## config.mk

```make
export PLATFORM = sky130hd
export DESIGN_NAME = ext_bus_seq
export DESIGN_NICKNAME = d
export VERILOG_FILES = /design/src/rtl/ebs_pkg.sv /design/src/rtl/ebs_cfg_pick.sv /design/src/rtl/ebs_page_track.sv /design/src/rtl/ebs_turnaround.sv /design/src/rtl/ext_bus_seq.sv
export SDC_FILE = /design/constraint.sdc
export NUM_CORES = 1
export LEC_CHECK = 0
export ABC_AREA = 1
export BUFFER_PORTS_ARGS = -buffer_cell sky130_fd_sc_hd__buf_2
export CORE_MARGIN = 2
export CORE_UTILIZATION = 49
export CTS_BUF_LIST = sky130_fd_sc_hd__clkbuf_4
export DETAILED_ROUTE_END_ITERATION = 16
export HOLD_SLACK_MARGIN = 0.02
export PLACE_DENSITY = 0.78
export SLEW_MARGIN = 20
export SYNTH_ARGS = -nofsm -noshare
export SYNTH_HDL_FRONTEND = slang
export SYNTH_SLANG_ARGS = --single-unit
```

## constraint.sdc

```tcl
create_clock -name clk -period 2.9 [get_ports clk]
set_input_delay 0.145 -clock clk [delete_from_list [all_inputs] [get_ports clk]]
set_output_delay 0.145 -clock clk [all_outputs]
set_load 0.02 [all_outputs]
```

## src/rtl/ebs_pkg.sv

```systemverilog
package ebs_pkg;

    localparam int CFG_W = 39;   // bits per chip-select timing word
    localparam int CNT_W = 9;    // holds latency (255) + wait (15)

    typedef enum logic [2:0] {
        ST_IDLE,
        ST_RECOV,
        ST_ADDR,
        ST_LEAD,
        ST_ACT,
        ST_WHOLD,
        ST_DONE
    } ebs_state_e;

    typedef struct packed {
        logic       addr_hold;
        logic [1:0] adv_oe;
        logic [3:0] rd_hold;
        logic [3:0] wr_hold;
        logic [7:0] wr_lat;
        logic [7:0] rd_lat;
        logic [3:0] wr_wait;
        logic [3:0] rd_wait;
    } ebs_timing_t;

endpackage

```

## src/rtl/ebs_cfg_pick.sv

```systemverilog
module ebs_cfg_pick
    import ebs_pkg::*;
#(
    parameter int NCS  = 2,
    parameter int CS_W = 1
) (
    input  logic [NCS*CFG_W-1:0] cfg_i,
    input  logic [CS_W-1:0]      req_sel_i,
    input  logic [CS_W-1:0]      last_sel_i,
    output ebs_timing_t          tim_o,
    output logic [3:0]           rec_o
);

    logic [CFG_W-1:0] raw [NCS];
    logic [CFG_W-1:0] sel;

    for (genvar g = 0; g < NCS; g++) begin : g_slice
        assign raw[g] = cfg_i[g*CFG_W +: CFG_W];
    end

    always_comb begin
        sel             = raw[req_sel_i];
        tim_o.rd_wait   = sel[3:0];
        tim_o.wr_wait   = sel[7:4];
        tim_o.rd_lat    = sel[15:8];
        tim_o.wr_lat    = sel[23:16];
        tim_o.wr_hold   = sel[31:28];
        tim_o.rd_hold   = sel[35:32];
        tim_o.adv_oe    = sel[37:36];
        tim_o.addr_hold = sel[38];
        rec_o           = raw[last_sel_i][27:24];
    end

endmodule

```

## src/rtl/ebs_page_track.sv

```systemverilog
module ebs_page_track #(
    parameter int NCS  = 2,
    parameter int CS_W = 1,
    parameter int PG_W = 12
) (
    input  logic            clk,
    input  logic            rst_n,
    input  logic            upd_i,
    input  logic [CS_W-1:0] cs_i,
    input  logic [PG_W-1:0] page_i,
    output logic            first_o
);

    logic [NCS-1:0]  open_v;
    logic [PG_W-1:0] page_v [NCS];

    for (genvar g = 0; g < NCS; g++) begin : g_cs
        logic            op_q;
        logic [PG_W-1:0] pg_q;
        always_ff @(posedge clk or negedge rst_n) begin
            if (!rst_n) begin
                op_q <= 1'b0;
                pg_q <= '0;
            end else if (upd_i) begin
                if (cs_i == CS_W'(g)) begin
                    op_q <= 1'b1;
                    pg_q <= page_i;
                end else begin
                    op_q <= 1'b0;
                end
            end
        end
        assign open_v[g] = op_q;
        assign page_v[g] = pg_q;
    end

    assign first_o = !open_v[cs_i] || (page_v[cs_i] != page_i);

endmodule

```

## src/rtl/ebs_turnaround.sv

```systemverilog
module ebs_turnaround #(
    parameter int CS_W = 1
) (
    input  logic            clk,
    input  logic            rst_n,
    input  logic            acc_i,
    input  logic [CS_W-1:0] cs_i,
    input  logic            we_i,
    output logic            need_o,
    output logic [CS_W-1:0] last_cs_o
);

    logic            vld_q;
    logic            rd_q;
    logic [CS_W-1:0] cs_q;

    always_ff @(posedge clk or negedge rst_n) begin
        if (!rst_n) begin
            vld_q <= 1'b0;
            rd_q  <= 1'b0;
            cs_q  <= '0;
        end else if (acc_i) begin
            vld_q <= 1'b1;
            rd_q  <= !we_i;
            cs_q  <= cs_i;
        end
    end

    assign need_o    = vld_q && rd_q && ((cs_i != cs_q) || we_i);
    assign last_cs_o = cs_q;

endmodule

```

## src/rtl/ext_bus_seq.sv

```systemverilog
module ext_bus_seq
    import ebs_pkg::*;
#(
    parameter int ADDR_W   = 16,
    parameter int DATA_W   = 16,
    parameter int NCS      = 2,
    parameter int PAGE_OFS = 4,
    localparam int CS_W    = $clog2(NCS),
    localparam int PG_W    = ADDR_W - PAGE_OFS
) (
    input  logic                  clk,
    input  logic                  rst_n,
    input  logic                  host_valid,
    output logic                  host_ready,
    input  logic [CS_W-1:0]       host_cs,
    input  logic [ADDR_W-1:0]     host_addr,
    input  logic                  host_we,
    input  logic [DATA_W-1:0]     host_wdata,
    output logic [DATA_W-1:0]     host_rdata,
    input  logic [NCS*CFG_W-1:0]  cfg_i,
    output logic [NCS-1:0]        bus_cs_n,
    output logic                  bus_adv_n,
    output logic                  bus_oe_n,
    output logic                  bus_we_n,
    output logic [ADDR_W-1:0]     bus_addr,
    output logic [DATA_W-1:0]     bus_dout,
    output logic                  bus_dout_en,
    input  logic [DATA_W-1:0]     bus_din
);

    ebs_state_e        state_q, state_d;
    logic [CNT_W-1:0]  cnt_q, cnt_d;

    logic [CS_W-1:0]   req_cs_q;
    logic [ADDR_W-1:0] req_addr_q;
    logic              req_we_q;
    logic [DATA_W-1:0] req_wdata_q;
    logic              req_first_q;

    ebs_timing_t       tim;
    logic [3:0]        rec_raw, rec_len, lead, hold_len;
    logic [CNT_W-1:0]  lw;
    logic              accept, need_rec, first_new, drive;
    logic [CS_W-1:0]   last_cs, cs_nxt;
    logic [ADDR_W-1:0] addr_nxt;

    assign accept   = (state_q == ST_IDLE) && host_valid;
    assign cs_nxt   = accept ? host_cs : req_cs_q;
    assign addr_nxt = accept ? host_addr : req_addr_q;

    ebs_cfg_pick #(.NCS(NCS), .CS_W(CS_W)) u_pick (
        .cfg_i      (cfg_i),
        .req_sel_i  (req_cs_q),
        .last_sel_i (last_cs),
        .tim_o      (tim),
        .rec_o      (rec_raw)
    );

    ebs_turnaround #(.CS_W(CS_W)) u_turn (
        .clk       (clk),
        .rst_n     (rst_n),
        .acc_i     (accept),
        .cs_i      (host_cs),
        .we_i      (host_we),
        .need_o    (need_rec),
        .last_cs_o (last_cs)
    );

    ebs_page_track #(.NCS(NCS), .CS_W(CS_W), .PG_W(PG_W)) u_page (
        .clk     (clk),
        .rst_n   (rst_n),
        .upd_i   (accept),
        .cs_i    (host_cs),
        .page_i  (host_addr[ADDR_W-1:PAGE_OFS]),
        .first_o (first_new)
    );

    // derived cycle counts
    always_comb begin
        rec_len  = (rec_raw == 4'd0) ? 4'd1 : rec_raw;
        hold_len = (tim.wr_hold == 4'd0) ? 4'd1 : tim.wr_hold;
        lead     = (tim.rd_hold > {2'b00, tim.adv_oe}) ? tim.rd_hold : {2'b00, tim.adv_oe};
        lw       = CNT_W'(req_first_q ? (req_we_q ? tim.wr_lat : tim.rd_lat) : 8'd0)
                 + CNT_W'(req_we_q ? tim.wr_wait : tim.rd_wait);
    end

    // next state
    always_comb begin
        state_d = state_q;
        cnt_d   = cnt_q;
        unique case (state_q)
            ST_IDLE: begin
                if (host_valid) begin
                    if (need_rec) begin
                        state_d = ST_RECOV;
                        cnt_d   = CNT_W'(rec_len) - 1'b1;
                    end else begin
                        state_d = ST_ADDR;
                    end
                end
            end
            ST_RECOV: begin
                if (cnt_q == '0) state_d = ST_ADDR;
                else             cnt_d   = cnt_q - 1'b1;
            end
            ST_ADDR: begin
                if (req_we_q || lead == 4'd0) begin
                    state_d = ST_ACT;
                    cnt_d   = lw;
                end else begin
                    state_d = ST_LEAD;
                    cnt_d   = CNT_W'(lead) - 1'b1;
                end
            end
            ST_LEAD: begin
                if (cnt_q == '0) begin
                    state_d = ST_ACT;
                    cnt_d   = lw;
                end else begin
                    cnt_d = cnt_q - 1'b1;
                end
            end
            ST_ACT: begin
                if (cnt_q == '0) begin
                    if (req_we_q) begin
                        state_d = ST_WHOLD;
                        cnt_d   = CNT_W'(hold_len) - 1'b1;
                    end else begin
                        state_d = ST_DONE;
                    end
                end else begin
                    cnt_d = cnt_q - 1'b1;
                end
            end
            ST_WHOLD: begin
                if (cnt_q == '0) state_d = ST_DONE;
                else             cnt_d   = cnt_q - 1'b1;
            end
            ST_DONE:  state_d = ST_IDLE;
            default:  state_d = ST_IDLE;
        endcase
    end

    // state register, request capture, read capture
    always_ff @(posedge clk or negedge rst_n) begin
        if (!rst_n) begin
            state_q     <= ST_IDLE;
            cnt_q       <= '0;
            req_cs_q    <= '0;
            req_addr_q  <= '0;
            req_we_q    <= 1'b0;
            req_wdata_q <= '0;
            req_first_q <= 1'b0;
            host_rdata  <= '0;
        end else begin
            state_q <= state_d;
            cnt_q   <= cnt_d;
            if (accept) begin
                req_cs_q    <= host_cs;
                req_addr_q  <= host_addr;
                req_we_q    <= host_we;
                req_wdata_q <= host_wdata;
                req_first_q <= first_new;
            end
            if (state_q == ST_ACT && cnt_q == '0 && !req_we_q)
                host_rdata <= bus_din;
        end
    end

    assign drive = (state_d == ST_ADDR) || (state_d == ST_LEAD) ||
                   (state_d == ST_ACT)  || (state_d == ST_WHOLD);

    // registered outputs decoded from the next state
    always_ff @(posedge clk or negedge rst_n) begin
        if (!rst_n) begin
            bus_cs_n    <= '1;
            bus_adv_n   <= 1'b1;
            bus_oe_n    <= 1'b1;
            bus_we_n    <= 1'b1;
            bus_addr    <= '0;
            bus_dout    <= '0;
            bus_dout_en <= 1'b0;
            host_ready  <= 1'b0;
        end else begin
            bus_cs_n    <= drive ? ~(NCS'(1) << cs_nxt) : '1;
            bus_adv_n   <= !(state_d == ST_ADDR);
            bus_oe_n    <= !(state_d == ST_ACT && !req_we_q);
            bus_we_n    <= !(state_d == ST_ACT && req_we_q);
            if (state_d == ST_ADDR)
                bus_addr <= addr_nxt;
            else if (state_q == ST_ADDR && tim.addr_hold)
                bus_addr <= req_addr_q;
            else
                bus_addr <= '0;
            bus_dout_en <= req_we_q && (state_d == ST_ACT || state_d == ST_WHOLD);
            bus_dout    <= (req_we_q && (state_d == ST_ACT || state_d == ST_WHOLD))
                           ? req_wdata_q : '0;
            host_ready  <= (state_d == ST_DONE);
        end
    end

endmodule

```

Yosys cells after proc, flatten, opt, wreduce, memory -nomap -nowiden
Index checks and enable logic that the tools add are counted.
{"block": "totals", "latch_bits": 0, "input_bits": 131, "out_inout_bits": 55, "elab_cells": 129, "romBits": 0, "memories": 0, "mem_bits_rw": 0, "ff_bits": 131}
{"block": "classes", "bitwise": 5, "n_div": 0, "reduce_logical": 32, "mul": 0, "n_mux": 42, "n_shift": 1, "n_eq_ne": 16, "magnitude_cmp": 5, "add_sub_neg": 5}
{"operator": "$mux 39", "n": 3}
{"operator": "$mux 28", "n": 3}
{"operator": "$mux 16", "n": 4}
{"operator": "$mux 9", "n": 7}
{"operator": "$pmux 9 s5", "n": 1}
{"operator": "$mux 12", "n": 3}
{"operator": "$mux 3", "n": 6}
{"operator": "$pmux 3 s6", "n": 1}
{"operator": "$mux 4", "n": 4}
{"operator": "$mux 8", "n": 2}
{"operator": "$eq 3x3->1 const B", "n": 5}
{"operator": "$sub 4x1->5 const B", "n": 3}
{"operator": "$eq 3x2->1 const B", "n": 4}
{"operator": "$logic_not 4->1", "n": 3}
{"operator": "$ne 12x12->1", "n": 1}
{"operator": "$add 8x4->9", "n": 1}
{"operator": "$logic_and 1x1->1", "n": 9}
{"operator": "$logic_not 9->1", "n": 1}
{"operator": "$sub 9x1->9 const B", "n": 1}
{"operator": "$logic_or 1x1->1", "n": 7}
{"operator": "$ge 2x2->1 const B", "n": 3}
{"operator": "$logic_not 1->1", "n": 6}
{"operator": "$mux 2", "n": 3}
{"operator": "$ne 2x2->1 const B", "n": 3}
{"operator": "15 further kinds", "n": 22}

Logic depth before layout (Yosys ltp)
Gate-level depths: netlist of the first run.
{"block": "depth", "word_depth": 15, "depth_mapped": 25, "ltp_nobuf": 24}

Cells and area by module
From an unflattened synthesis of the first run, not the netlist that was laid out.
{"block": "hier_totals", "hier_cells": 1006, "area_unflattened_um2": 7208.2}
{"mod": "ext_bus_seq", "n_inst": 1, "cells_each": 667, "seq_area_each_um2": 2558.7, "area_per_inst_um2": 5148.7}
{"mod": "ebs_page_track", "n_inst": 1, "cells_each": 195, "seq_area_each_um2": 650.6, "area_per_inst_um2": 1362.6}
{"mod": "ebs_cfg_pick", "n_inst": 1, "cells_each": 126, "seq_area_each_um2": 0.0, "area_per_inst_um2": 559.3}
{"mod": "ebs_turnaround", "n_inst": 1, "cells_each": 18, "seq_area_each_um2": 75.1, "area_per_inst_um2": 137.6}

Least setup slack after synthesis of the first run
Ideal clock, no wire load.
{"block": "synth_path", "path_type": "reg-to-reg", "start": "register req_cs_q", "end": "register bus_dout_en", "period_less_slack_ns": 3.200, "setup_ns": 0.130, "stages_incl_launch_ff": 26, "required_time_ns": 2.770, "arrival_ns": 3.070, "n_path_buf": 2, "slack_ns": -0.300, "path_cell_list": "dfrtp_1 inv_2 buf_2 or2_0 o21ai_1 inv_1 ha_1 nand2_1 nand2_1 nand2_1 nand2_1 nand2_1 nand2_1 ha_1 nand2_1 nand2_2 nor2_2 inv_2 nand2_1 inv_1 o211ai_2 inv_1 ha_1 nand2_1 clkbuf_1 inv_1"}
{"block": "synth_between", "elab_chain_len": 13, "elab_cells_between_ends": 14, "classes_between": "order compare: 1; eq/ne: 2; mux: 6; bitwise: 1; reduce/logical: 4"}
{"element": "from (decl)", "line": "ext_bus_seq.sv:34", "text": "logic [CS_W-1:0] req_cs_q;"}
{"element": "from (signal assigned)", "line": "ext_bus_seq.sv:159", "text": "req_cs_q <= host_cs;"}
{"element": "$not 1->2 (implied by the code) *", "line": "ebs_cfg_pick.sv:22", "text": "sel = raw[req_sel_i];"}
{"element": "$mux 39 (implied by the code) * (3 in series)", "line": "ebs_cfg_pick.sv:22"}
{"element": "$gt 4x2->1", "line": "ext_bus_seq.sv:82", "text": "lead = (tim.rd_hold > {2'b00, tim.adv_oe}) ? tim.rd_hold : {2'b00, tim.adv_oe};"}
{"element": "$mux 4 *", "line": "ext_bus_seq.sv:82"}
{"element": "$logic_not 4->1 *", "line": "ext_bus_seq.sv:107", "text": "if (req_we_q || lead == 4'd0) begin"}
{"element": "$logic_or 1x1->1 *", "line": "ext_bus_seq.sv:107"}
{"element": "$mux 3 *", "line": "ext_bus_seq.sv:107"}
{"element": "$pmux 3 s6 *", "line": "ext_bus_seq.sv:91", "text": "unique case (state_q)"}
{"element": "net state_d[1]", "line": "ext_bus_seq.sv:31", "text": "ebs_state_e state_q, state_d;"}
{"element": "$eq 3x3->1", "line": "ext_bus_seq.sv:195", "text": "bus_dout_en <= req_we_q && (state_d == ST_ACT || state_d == ST_WHOLD);"}
{"element": "$logic_or 1x1->1 *", "line": "ext_bus_seq.sv:195"}
{"element": "$logic_and 1x1->1 *", "line": "ext_bus_seq.sv:195"}
{"element": "to (signal assigned)", "line": "ext_bus_seq.sv:195"}
{"element": "to (decl)", "line": "ext_bus_seq.sv:27", "text": "output logic bus_dout_en,"}
Mark *: on every way through the listed nets, which the timed path passes. The rest lies on a longest branch. The select of a mux whose other input is x is not followed.
A chain may end at the register's enable or synchronous reset.

Worst setup path after layout of the first run
{"block": "layout_path", "start": "register req_cs_q", "end": "register bus_dout[10]"}
{"block": "layout_between", "elab_chain_len": 14, "elab_cells_between_ends": 15, "classes_between": "order compare: 1; eq/ne: 2; mux: 7; bitwise: 1; reduce/logical: 4"}
{"element": "$not 1->2 (implied by the code) *", "line": "ebs_cfg_pick.sv:22"}
{"element": "$mux 39 (implied by the code) * (3 in series)", "line": "ebs_cfg_pick.sv:22"}
{"element": "$gt 4x2->1", "line": "ext_bus_seq.sv:82"}
{"element": "$mux 4 *", "line": "ext_bus_seq.sv:82"}
{"element": "$logic_not 4->1 *", "line": "ext_bus_seq.sv:107"}
{"element": "$logic_or 1x1->1 *", "line": "ext_bus_seq.sv:107"}
{"element": "$mux 3 *", "line": "ext_bus_seq.sv:107"}
{"element": "$pmux 3 s6 *", "line": "ext_bus_seq.sv:91"}
{"element": "net state_d[1]", "line": "ext_bus_seq.sv:31"}
{"element": "$eq 3x3->1", "line": "ext_bus_seq.sv:196", "text": "bus_dout <= (req_we_q && (state_d == ST_ACT || state_d == ST_WHOLD))"}
{"element": "$logic_or 1x1->1 *", "line": "ext_bus_seq.sv:196"}
{"element": "$logic_and 1x1->1 *", "line": "ext_bus_seq.sv:196"}
{"element": "$mux 16 *", "line": "ext_bus_seq.sv:197", "text": "? req_wdata_q : '0;"}
{"element": "to (signal assigned)", "line": "ext_bus_seq.sv:196"}
{"element": "to (decl)", "line": "ext_bus_seq.sv:26", "text": "output logic [DATA_W-1:0] bus_dout,"}
Marked as above.

==> results.py, run 1 <==
metrics = {
    "run_status": {
        "status": "completed",
    },
    "placement": {
        "gp_congestion": 0.948,
        "io_buffers": 185,
        "hpwlAfterDp_mm": 12.4,
    },
    "critical_path": {
        "cpPeakStageDelay_ns": 0.45,
        "crit_family": "simple AND/OR/NAND/NOR gates",
        "arrival_ns": 3.23,
        "critPathKind": "reg -> reg",
        "startpoint_type": "flip-flop",
        "r2r_slack_ns": 0.12,
        "cpMaxStageDelayCell": "dfrtp_2",
        "crit_chain": "inv_2 > or2_1 > o21ai_2 > inv_2 > ha_4 > nand2_2 > nand2_2 > nand2_2 > nand2_2 > nand2_2 > nand2_2 > ha_4 > nand2_4 > nand2_4 > nor2_4 > inv_2 > nand2_2 > inv_2 > o211ai_2 > inv_2 > ha_4 > nand2_8 > nor2_2",
        "critPathBufInv": 5,
        "endpoint_kind": "flip-flop",
        "cpMostUsedCell": "nand2_2",
        "reg2reg_depth": 23,
        "rr_endpoint": "bus_dout[10]",
        "reg2reg_from": "req_cs_q",
        "worstPathRequired_ns": 3.36,
        "crit_fanout": 7,
    },
    "job": {
        "cap_violations": 0,
    },
    "logic_synthesis": {
        "synth_ff_type": "dfrtp_1",
        "synth_edf_count": 0,
        "synth_fp_nets": 984,
        "netlist_instances": 840,
        "yosysWarnings": 0,
        "async_flop_share": 1.00,
        "synth-seq-cells": 130,
        "synth.avg_cell_area_um2": 8.14,
        "yosysSeqAreaShare": 0.476,
        "synth_area_um2": 6840,
        "ys_types": 44,
    },
    "cts": {
        "cts_buffers": 17,
        "cts_tree": "built",
        "clock_latency_ns": 0.53,
        "clkTransAtPathRegs_ns": 0.12,
        "clock_sink_count": 130,
        "clk_path_buf_depth": 2,
        "root_buffer": "clkbuf_4",
        "cts_htree_levels": 4,
    },
    "final_layout": {
        "antenna_cells": 0,
        "fillers": 1135,
        "final_common_cell": "nand2_1",
        "final_util": 0.652,
        "drive_above_1_share": 0.297,
        "mostFrequentLayoutCells": "193 x nand2_1, 184 x buf_2, 123 x dfrtp_1",
        "layout-area-overhead-vs-synth_pct": 31.3,
        "nets": 1228,
    },
    "route": {
        "wl_per_cell_um": 14.1,
        "antenna_left": 0,
        "firstDrtPassIters": 4,
        "drt-total-wl_mm": 18.0,
        "viasPerCell": 4.97,
        "vias": 6348,
        "dr.first_iter.drc_count": 388,
        "drc": 0,
    },
    "timing": {
        "tns_ns": 0,
        "rsz0062_at_grt": "yes",
        "finalHoldViolations": 0,
        "maxSlewViolCount": 0,
        "final.min_clock_period_ns": 2.78,
        "setup_viol_count_final": 0,
        "finalClockSkew_ns": 0.0186,
        "worst_slew_pin_slew_ns": 0.605,
        "max_freq_mhz": 360,
        "slew_headroom": 0.596,
        "fin_crit_sh": 0.957,
    },
    "grt": {
        "grt_overflow_total": 0,
        "grt_start_max_net_pins": 77,
        "gr-usage-all-layers": 0.245,
        "antenna_found_initial": 0,
        "grt_pass1_wl_mm": 28.7,
        "grt_pass1_vias": 6163,
    },
    "pwr": {
        "ir_worst_vdd_v": 0.000417,
        "powerDensity_nw_per_um2": 428,
        "leakagePower_nw": 4.73,
        "p_total_mw": 3.85,
    },
    "floorplan": {
        "die_w_um": 122,
        "die_y_um": 122,
        "rows": 43,
        "ioPinCount": 186,
        "start_util": 0.497,
        "dieArea_um2": 14900,
        "core_area_um2": 13800,
    },
    "worst_hold_path": {
        "hp-class": "in -> async",
    },
}
-- layout make-up --
cell class,count,area (µm²),area share
sequential,130,3260,0.364
inverter,118,448,0.0499
timing repair buffer,252,1580,0.176
tap,180,225,0.0251
multi-input combinational,565,3150,0.350
clock inverter,14,179,0.0199
clock buffer,18,135,0.0150
-- where the power goes --
part           total, mW  internal (mW)  switching [mW]  leakage [nW]
sequential          1.91           1.87          0.0313          1.55
clock               1.33          0.621           0.712         0.165
combinational      0.608          0.273           0.335          3.02
-- worst reg2reg max path: stages (launching register included) --
cell and delay [ns]:
dfrtp_2 0.45, inv_2 0.06, or2_1 0.24, o21ai_2 0.08, inv_2 0.07, ha_4 0.27, nand2_2 0.04, nand2_2 0.06
nand2_2 0.06, nand2_2 0.08, nand2_2 0.05, nand2_2 0.11, ha_4 0.15, nand2_4 0.05, nand2_4 0.08, nor2_4 0.04
inv_2 0.05, nand2_2 0.06, inv_2 0.05, o211ai_2 0.08, inv_2 0.10, ha_4 0.24, nand2_8 0.12, nor2_2 0.12
-- state kept, by name, summed over array words and instances (netlist names), 2 cells and up --
signal and flops:
host_rdata 16, bus_dout 16, state_q 3, u_page.g_cs.pg_q 24, req_addr_q 16, bus_addr 16
req_wdata_q 16, bus_cs_n 2, cnt_q 9
-- how the worst max path moves through the flow --
stage               depth (start not counted)  slack (ns)     start           end
floorplan                                  25       0.002  req_cs_q  bus_dout[10]
global placement                           23        0.06  req_cs_q  bus_dout[12]
detailed placement                         23       -0.06  req_cs_q  bus_dout[15]
CTS                                        23        0.01  req_cs_q  bus_dout[15]
global route                               23       -0.04  req_cs_q  bus_dout[10]
finish                                     23        0.12  req_cs_q  bus_dout[10]
-- metrics by stage --
stage | setup WS (ns) | cell area (µm²) | instances | hold WS [ns]
2_1_floorplan | 0.00194 | 6880 | 840 | -0.151
3_3_place_gp | 0.0555 | 7980 | 1189 | 0.124
3_5_place_dp | -0.0637 | 7980 | 1189 | 0.127
4_1_cts | 0.0115 | 8830 | 1273 | 0.0545
5_1_grt | -0.0366 | 8980 | 1277 | 0.107
6_report | 0.124 | 8980 | 1277 | 0.110
-- cells in the mapped netlist (all sizes together), types with 5 or more instances --
cell type / count / share of area
dfstp: 5 / 0.019
nor2: 86 / 0.056
xor2: 9 / 0.012
o21ai: 109 / 0.080
xnor2: 6 / 0.0077
nor3: 6 / 0.0051
ha: 12 / 0.022
o21a: 5 / 0.0057
nand3: 46 / 0.038
mux2: 24 / 0.045
inv: 118 / 0.065
dfrtp: 125 / 0.46
a21oi: 20 / 0.015
o22ai: 5 / 0.0046
o211ai: 6 / 0.0073
nand4: 8 / 0.0073
nand2: 209 / 0.12
clkbuf: 9 / 0.0051
buf: 20 / 0.016
-- timing repair --
item / CTS / global route
gates cloned: 0 / 2
buffers inserted: 0 / 2
resized for setup: 2 / 32
endpoints found under the setup margin: 17 / 26
hold endpoints to repair: 141 / 0
pin swaps: 0 / 12
hold buffers: 52 / 0
-- cell families (layout without fill, tap and decap cells) --
| logic type | Yosys count | count (layout) | share of synthesized area |
|---|---|---|---|
| fa+ha+maj | 13 | 13 | 0.0249 |
| buf+inv | 147 | 402 | 0.0865 |
| flops | 130 | 130 | 0.476 |
| simple gates | 359 | 361 | 0.227 |
| xor+xnor | 15 | 15 | 0.0192 |
| compound gates | 149 | 149 | 0.117 |
| mux | 27 | 27 | 0.0494 |
-- routing by layer --
metal	track usage	vias up	routed length, µm
met5	0	-	0
met4	0.0805	0	391
met3	0.0487	35	925
met2	0.434	194	8970
met1	0.301	2946	7720
li1	-	3173	-
(Power assumes the default switching activity.)
==> run 2, diff against run 1 <==
- PLACE_DENSITY: 0.78 -> 0.89
==> results.py, run 2 (same netlist as run 1, synthesis figures left out) <==
metrics = {
    "route": {
        "m1WireLength_mm": 7.85,
        "drc": 0,
        "vias": 6498,
        "routed.top_layer": "met4",
        "antenna_left": 0,
        "viasPerCell": 5.08,
        "dr.first_iter.drc_count": 365,
        "wl_per_cell_um": 15.0,
        "routed-wl-met3_mm": 1.17,
        "drt-total-wl_mm": 19.1,
        "met2WireLength_mm": 9.78,
        "firstDrtPassIters": 5,
    },
    "pwr": {
        "p_comb_frac": 0.161,
        "p_total_mw": 3.86,
        "powerDensity_nw_per_um2": 428,
        "leakagePower_nw": 4.75,
        "p_seq_frac": 0.493,
        "ir_worst_vdd_v": 0.000383,
        "p_sw_frac": 0.266,
        "power_switching_mw": 1.03,
        "internal_power_mw": 2.84,
        "clockPowerShare": 0.346,
    },
    "grt": {
        "antenna_found_initial": 0,
        "grt_pass1_wl_mm": 30.0,
        "grt_overflow_total": 0,
        "grt_start_max_net_pins": 53,
        "gr-usage-all-layers": 0.260,
        "grt_pass1_vias": 6172,
    },
    "cts": {
        "cts_tree": "built",
        "clk_path_buf_depth": 2,
        "cts_htree_levels": 4,
        "root_buffer": "clkbuf_4",
        "cts_buffers": 17,
        "clkTransAtPathRegs_ns": 0.10,
        "clock_sink_count": 130,
        "clock_latency_ns": 0.53,
    },
    "placement": {
        "dp.cells": 1193,
        "place_area_um2": 8010,
        "gp_congestion": 0.975,
        "pre_cts_ws_ns": -0.118,
        "io_buffers": 185,
        "hpwlAfterDp_mm": 12.9,
    },
    "floorplan": {
        "dieArea_um2": 14900,
        "start_util": 0.497,
        "core_area_um2": 13800,
        "rows": 43,
        "ioPinCount": 186,
        "die_w_um": 122,
        "die_y_um": 122,
    },
    "timing": {
        "finalClockSkew_ns": 0.0145,
        "max_freq_mhz": 348,
        "final.min_clock_period_ns": 2.87,
        "tns_ns": 0,
        "maxSlewViolCount": 0,
        "fin_hold_ws_ns": 0.0634,
        "finalHoldViolations": 0,
        "setup_viol_count_final": 0,
        "fin_crit_sh": 0.990,
        "worst_slew_pin_slew_ns": 0.850,
        "slew_headroom": 0.433,
        "rsz0062_at_grt": "yes",
        "layout_setup_ws_ns": 0.0300,
    },
    "final_layout": {
        "largest_register_ffs": 24,
        "largest-register": "u_page.g_cs.pg_q",
        "final_common_cell": "nand2_1",
        "layout-area-overhead-vs-synth_pct": 32.0,
        "mostFrequentLayoutCells": "193 x nand2_1, 184 x buf_2, 123 x dfrtp_1",
        "finalNonFillerCells": 1280,
        "final_util": 0.655,
        "antenna_cells": 0,
        "nets": 1232,
        "fin_area_um2": 9030,
        "drive_above_1_share": 0.305,
    },
    "critical_path": {
        "worstPathRequired_ns": 3.36,
        "arrival_ns": 3.33,
        "cpPeakStageDelay_ns": 0.43,
        "endpoint_kind": "flip-flop",
        "cpMaxStageDelayCell": "dfrtp_2",
        "cpMostUsedCell": "nand2_2",
        "crit_fanout": 6,
        "crit_chain": "inv_2 > or2_0 > o21ai_1 > inv_1 > ha_4 > nand2_2 > nand2_2 > nand2_2 > nand2_2 > nand2_2 > nand2_2 > ha_4 > nand2_4 > nand2_4 > nor2_4 > inv_2 > nand2_4 > inv_2 > o211ai_2 > inv_2 > ha_4 > nand2_8 > nor2_4",
        "critPathKind": "reg -> reg",
        "startpoint_type": "flip-flop",
    },
    "worst_hold_path": {
        "hp-class": "in -> reg",
    },
    "run_status": {
        "status": "completed",
    },
    "job": {
        "cap_violations": 0,
    },
}
## run 2: cell types whose count changed in the layout (fill, tap and decap cells not counted), moves of 2 or more
cell	delta
nor2_1	-10
nor2_2	+8
buf_4	+7
inv_6	-3
buf_6	-2
clkinv_1	+2
clkinv_2	+2
clkinvlp_4	-2
nand2_2	-2
nand2_4	+2
nor2_4	+2
## run 2: final cells by class
class / count / area [µm²]
clock buffer: 19 / 143
clock inverter: 12 / 165
fill: 1105 / 4750
inverter: 118 / 445
multi-input combinational: 565 / 3180
sequential: 130 / 3260
tap: 180 / 225
timing repair buffer: 256 / 1600
## run 2: what timing repair did
item                                   4_1_cts  5_1_grt
endpoints found under the hold margin      133        0
resized for setup                            3       38
cloned                                       1        1
pin swaps                                    0       13
setup buffers                                1        2
hold buffers                                51        0
setup endpoints to repair                   19       30
## run 2: worst max-delay path, delay by kind of cell, from the launching register on
kind / cells / cell delay (ns)
buffers and inverters: 5 / 0.40
DFF: 1 / 0.43
and+or+nand+nor: 13 / 1.10
adders and majority gates: 3 / 0.65
AOI/OAI and AO/OA: 2 / 0.22
## run 2: worst paths after layout
kind / startpoint / end / slack (ns) / depth (start not counted)
setup / recovery: req_cs_q / bus_dout[6] / 0.03 / 23
min in group asynchronous: rst_n / u_page.g_cs[1].pg_q[7] / 0.20 / 2
hold / removal: cfg_i[63] / cnt_q[0] / 0.06 / 6
hold reg to reg: u_turn.vld_q / u_turn.vld_q / 0.48 / 1
setup reg to reg: req_cs_q / bus_dout[6] / 0.03 / 23
max in group asynchronous: rst_n / bus_we_n / 1.89 / 3
## run 2: power groups by stage
stage | logic (mW) | registers, mW | clock network, mW
2_1_floorplan | 0.288 | 1.94 | 0
3_3_place_gp | 0.521 | 1.93 | 0
3_5_place_dp | 0.532 | 1.94 | 0
4_1_cts | 0.590 | 1.90 | 1.36
5_1_grt | 0.696 | 1.91 | 1.43
6_report | 0.622 | 1.91 | 1.34
## run 2: routing by layer
| layer | vias up | GRT usage |
|---|---|---|
| met5 | - | 0 |
| met4 | 0 | 0.0812 |
| met3 | 31 | 0.0623 |
| met2 | 215 | 0.454 |
| met1 | 3072 | 0.319 |
| li1 | 3180 | - |
==> run 3, diff against run 2 <==
- CORE_ASPECT_RATIO: default -> 1.5
- CORE_UTILIZATION: 49 -> 50
- GPL_ROUTABILITY_DRIVEN: default -> 0
- PLACE_DENSITY: 0.89 -> 0.88
- clock period: 2.9 -> 3.6 ns (I/O delays scaled with it)
==> results.py, run 3 (same netlist as run 1, synthesis figures left out) <==
metrics = {
    "run_status": {
        "status": "completed",
    },
    "placement": {
        "hpwlAfterDp_mm": 12.8,
        "io_buffers": 185,
    },
    "final_layout": {
        "nets": 1218,
        "largest_register_ffs": 24,
        "largest-register": "u_page.g_cs.pg_q",
        "mostFrequentLayoutCells": "204 x nand2_1, 184 x buf_2, 124 x dfrtp_1",
        "drive_above_1_share": 0.270,
        "final_common_cell": "nand2_1",
        "layout-area-overhead-vs-synth_pct": 26.7,
    },
    "pwr": {
        "p_sw_frac": 0.296,
        "internal_power_mw": 2.06,
        "p_comb_frac": 0.157,
        "leakagePower_nw": 4.64,
        "powerDensity_nw_per_um2": 337,
        "ir_worst_vdd_v": 0.000348,
        "p_seq_frac": 0.525,
        "power_switching_mw": 0.864,
        "clockPowerShare": 0.318,
    },
    "timing": {
        "max_freq_mhz": 304,
        "tns_ns": 0,
        "slew_headroom": 0.441,
        "final.min_clock_period_ns": 3.29,
        "setup_viol_count_final": 0,
        "worst_slew_pin_slew_ns": 0.839,
        "fin_crit_sh": 0.913,
        "rsz0062_at_grt": "no",
        "finalClockSkew_ns": 0.0243,
        "fin_hold_ws_ns": 0.0805,
        "finalHoldViolations": 0,
        "maxSlewViolCount": 0,
    },
    "route": {
        "drc": 0,
        "wl_per_cell_um": 14.7,
        "drt-total-wl_mm": 18.4,
        "viasPerCell": 5.16,
        "dr.first_iter.drc_count": 220,
        "firstDrtPassIters": 8,
        "vias": 6451,
        "antenna_left": 0,
    },
    "grt": {
        "antenna_found_initial": 1,
        "grt_start_max_net_pins": 70,
        "use_met1": 0.299,
        "gr-usage-all-layers": 0.264,
        "busiest_layer": "met2",
        "grt_pass1_vias": 6617,
        "grt_pass1_wl_mm": 30.8,
        "grt_overflow_total": 0,
        "use_met2": 0.466,
        "use_met3": 0.0566,
    },
    "critical_path": {
        "critPathKind": "reg -> reg",
        "crit_fanout": 17,
        "endpoint_kind": "flip-flop",
        "r2r_slack_ns": 0.31,
        "worstPathRequired_ns": 3.99,
        "startpoint_type": "flip-flop",
        "arrival_ns": 3.67,
    },
    "floorplan": {
        "core_area_um2": 13400,
        "ioPinCount": 186,
        "rows": 52,
        "die_y_um": 147,
        "die_w_um": 99.5,
        "start_util": 0.510,
        "dieArea_um2": 14700,
    },
    "cts": {
        "cts_htree_levels": 4,
        "root_buffer": "clkbuf_4",
        "cts_tree": "built",
        "clkTransAtPathRegs_ns": 0.13,
        "clk_path_buf_depth": 2,
        "clock_sink_count": 130,
        "cts_buffers": 17,
        "clock_latency_ns": 0.52,
    },
    "job": {
        "cap_violations": 0,
    },
    "worst_hold_path": {
        "hp-class": "in -> reg",
    },
}
-- run 3: changes by cell type in the layout (fill, tap and decap cells not counted), moves of 5 or more --
| cell | before | now |
|---|---|---|
| nand2_4 | 5 | 0 |
| nand2_1 | 193 | 204 |
| nor2_1 | 61 | 75 |
| nand2_2 | 11 | 5 |
| clkinvlp_4 | 0 | 5 |
| inv_6 | 0 | 5 |
| nor2_2 | 13 | 5 |
| buf_4 | 20 | 7 |
| nor2_4 | 12 | 6 |
-- run 3: timing repair --
action                     CTS  global route
hold endpoints to repair   135             0
setup buffers                0             3
resized for setup            0             2
hold buffers                50             0
setup endpoints to repair    0            19
-- run 3: cell type report --
class                      instances  area (µm²)
fill                            1133        4730
sequential                       130        3260
multi-input combinational        563        2990
timing repair buffer             244        1510
inverter                         118         445
tap                              162         203
clock inverter                    14         130
clock buffer                      17         128
antenna                            1        2.50
-- run 3: final timing paths --
kind | startpoint | cells past startpoint | endpoint
min | host_valid | 3 | state_q[1]
max | req_cs_q | 23 | bus_dout[3]
max in group asynchronous | rst_n | 3 | bus_adv_n
max reg2reg | req_cs_q | 23 | bus_dout[3]
min reg2reg | req_wdata_q[7] | 2 | bus_dout[7]
min in group asynchronous | rst_n | 2 | req_wdata_q[12]
-- run 3: metal layers --
metal / vias to the layer above / routed length (µm)
met5: - / 0
met4: 0 / 652
met3: 57 / 895
met2: 208 / 10200
met1: 3043 / 6680
li1: 3143 / -
-- run 3: worst max-delay path, stage by stage, from the launching register on --
cell and delay (ns):
dfrtp_2 0.47, buf_4 0.15, or2_2 0.29, o21ai_2 0.08
ha_1 0.27, nand2_1 0.07, nand2_1 0.05, nand2_1 0.10
nand2_1 0.09, nand2_1 0.07, nand2_1 0.10, ha_1 0.22
nand2_1 0.07, nand2_2 0.08, nor2_2 0.16, inv_2 0.04
nand2_1 0.09, inv_1 0.06, o211ai_2 0.08, inv_1 0.08
ha_1 0.19, nand2_1 0.08, buf_6 0.19, nor2_1 0.07
-- run 3: metrics by stage --
stage | power (mW) | utilization | std cells | worst slack [ns] | instance area (µm²)
3_5_place_dp | 1.97 | 0.588 | 1164 | 0.172 | 7880
2_1_floorplan | 1.79 | - | 840 | 0.400 | 6840
6_report | 2.92 | 0.647 | 1249 | 0.315 | 8670
3_3_place_gp | 1.95 | 0.588 | 1164 | 0.353 | 7880
5_1_grt | 3.07 | 0.647 | 1249 | 0.0264 | 8670
4_1_cts | 2.95 | 0.645 | 1245 | 0.127 | 8640
-- run 3: power groups by stage --
stage	Clock, mW	Combinational (mW)	Sequential, mW
floorplan	0	0.230	1.57
global placement	0	0.396	1.56
detailed placement	0	0.411	1.56
CTS	0.960	0.456	1.53
global route	1.01	0.519	1.54
finish	0.928	0.460	1.53
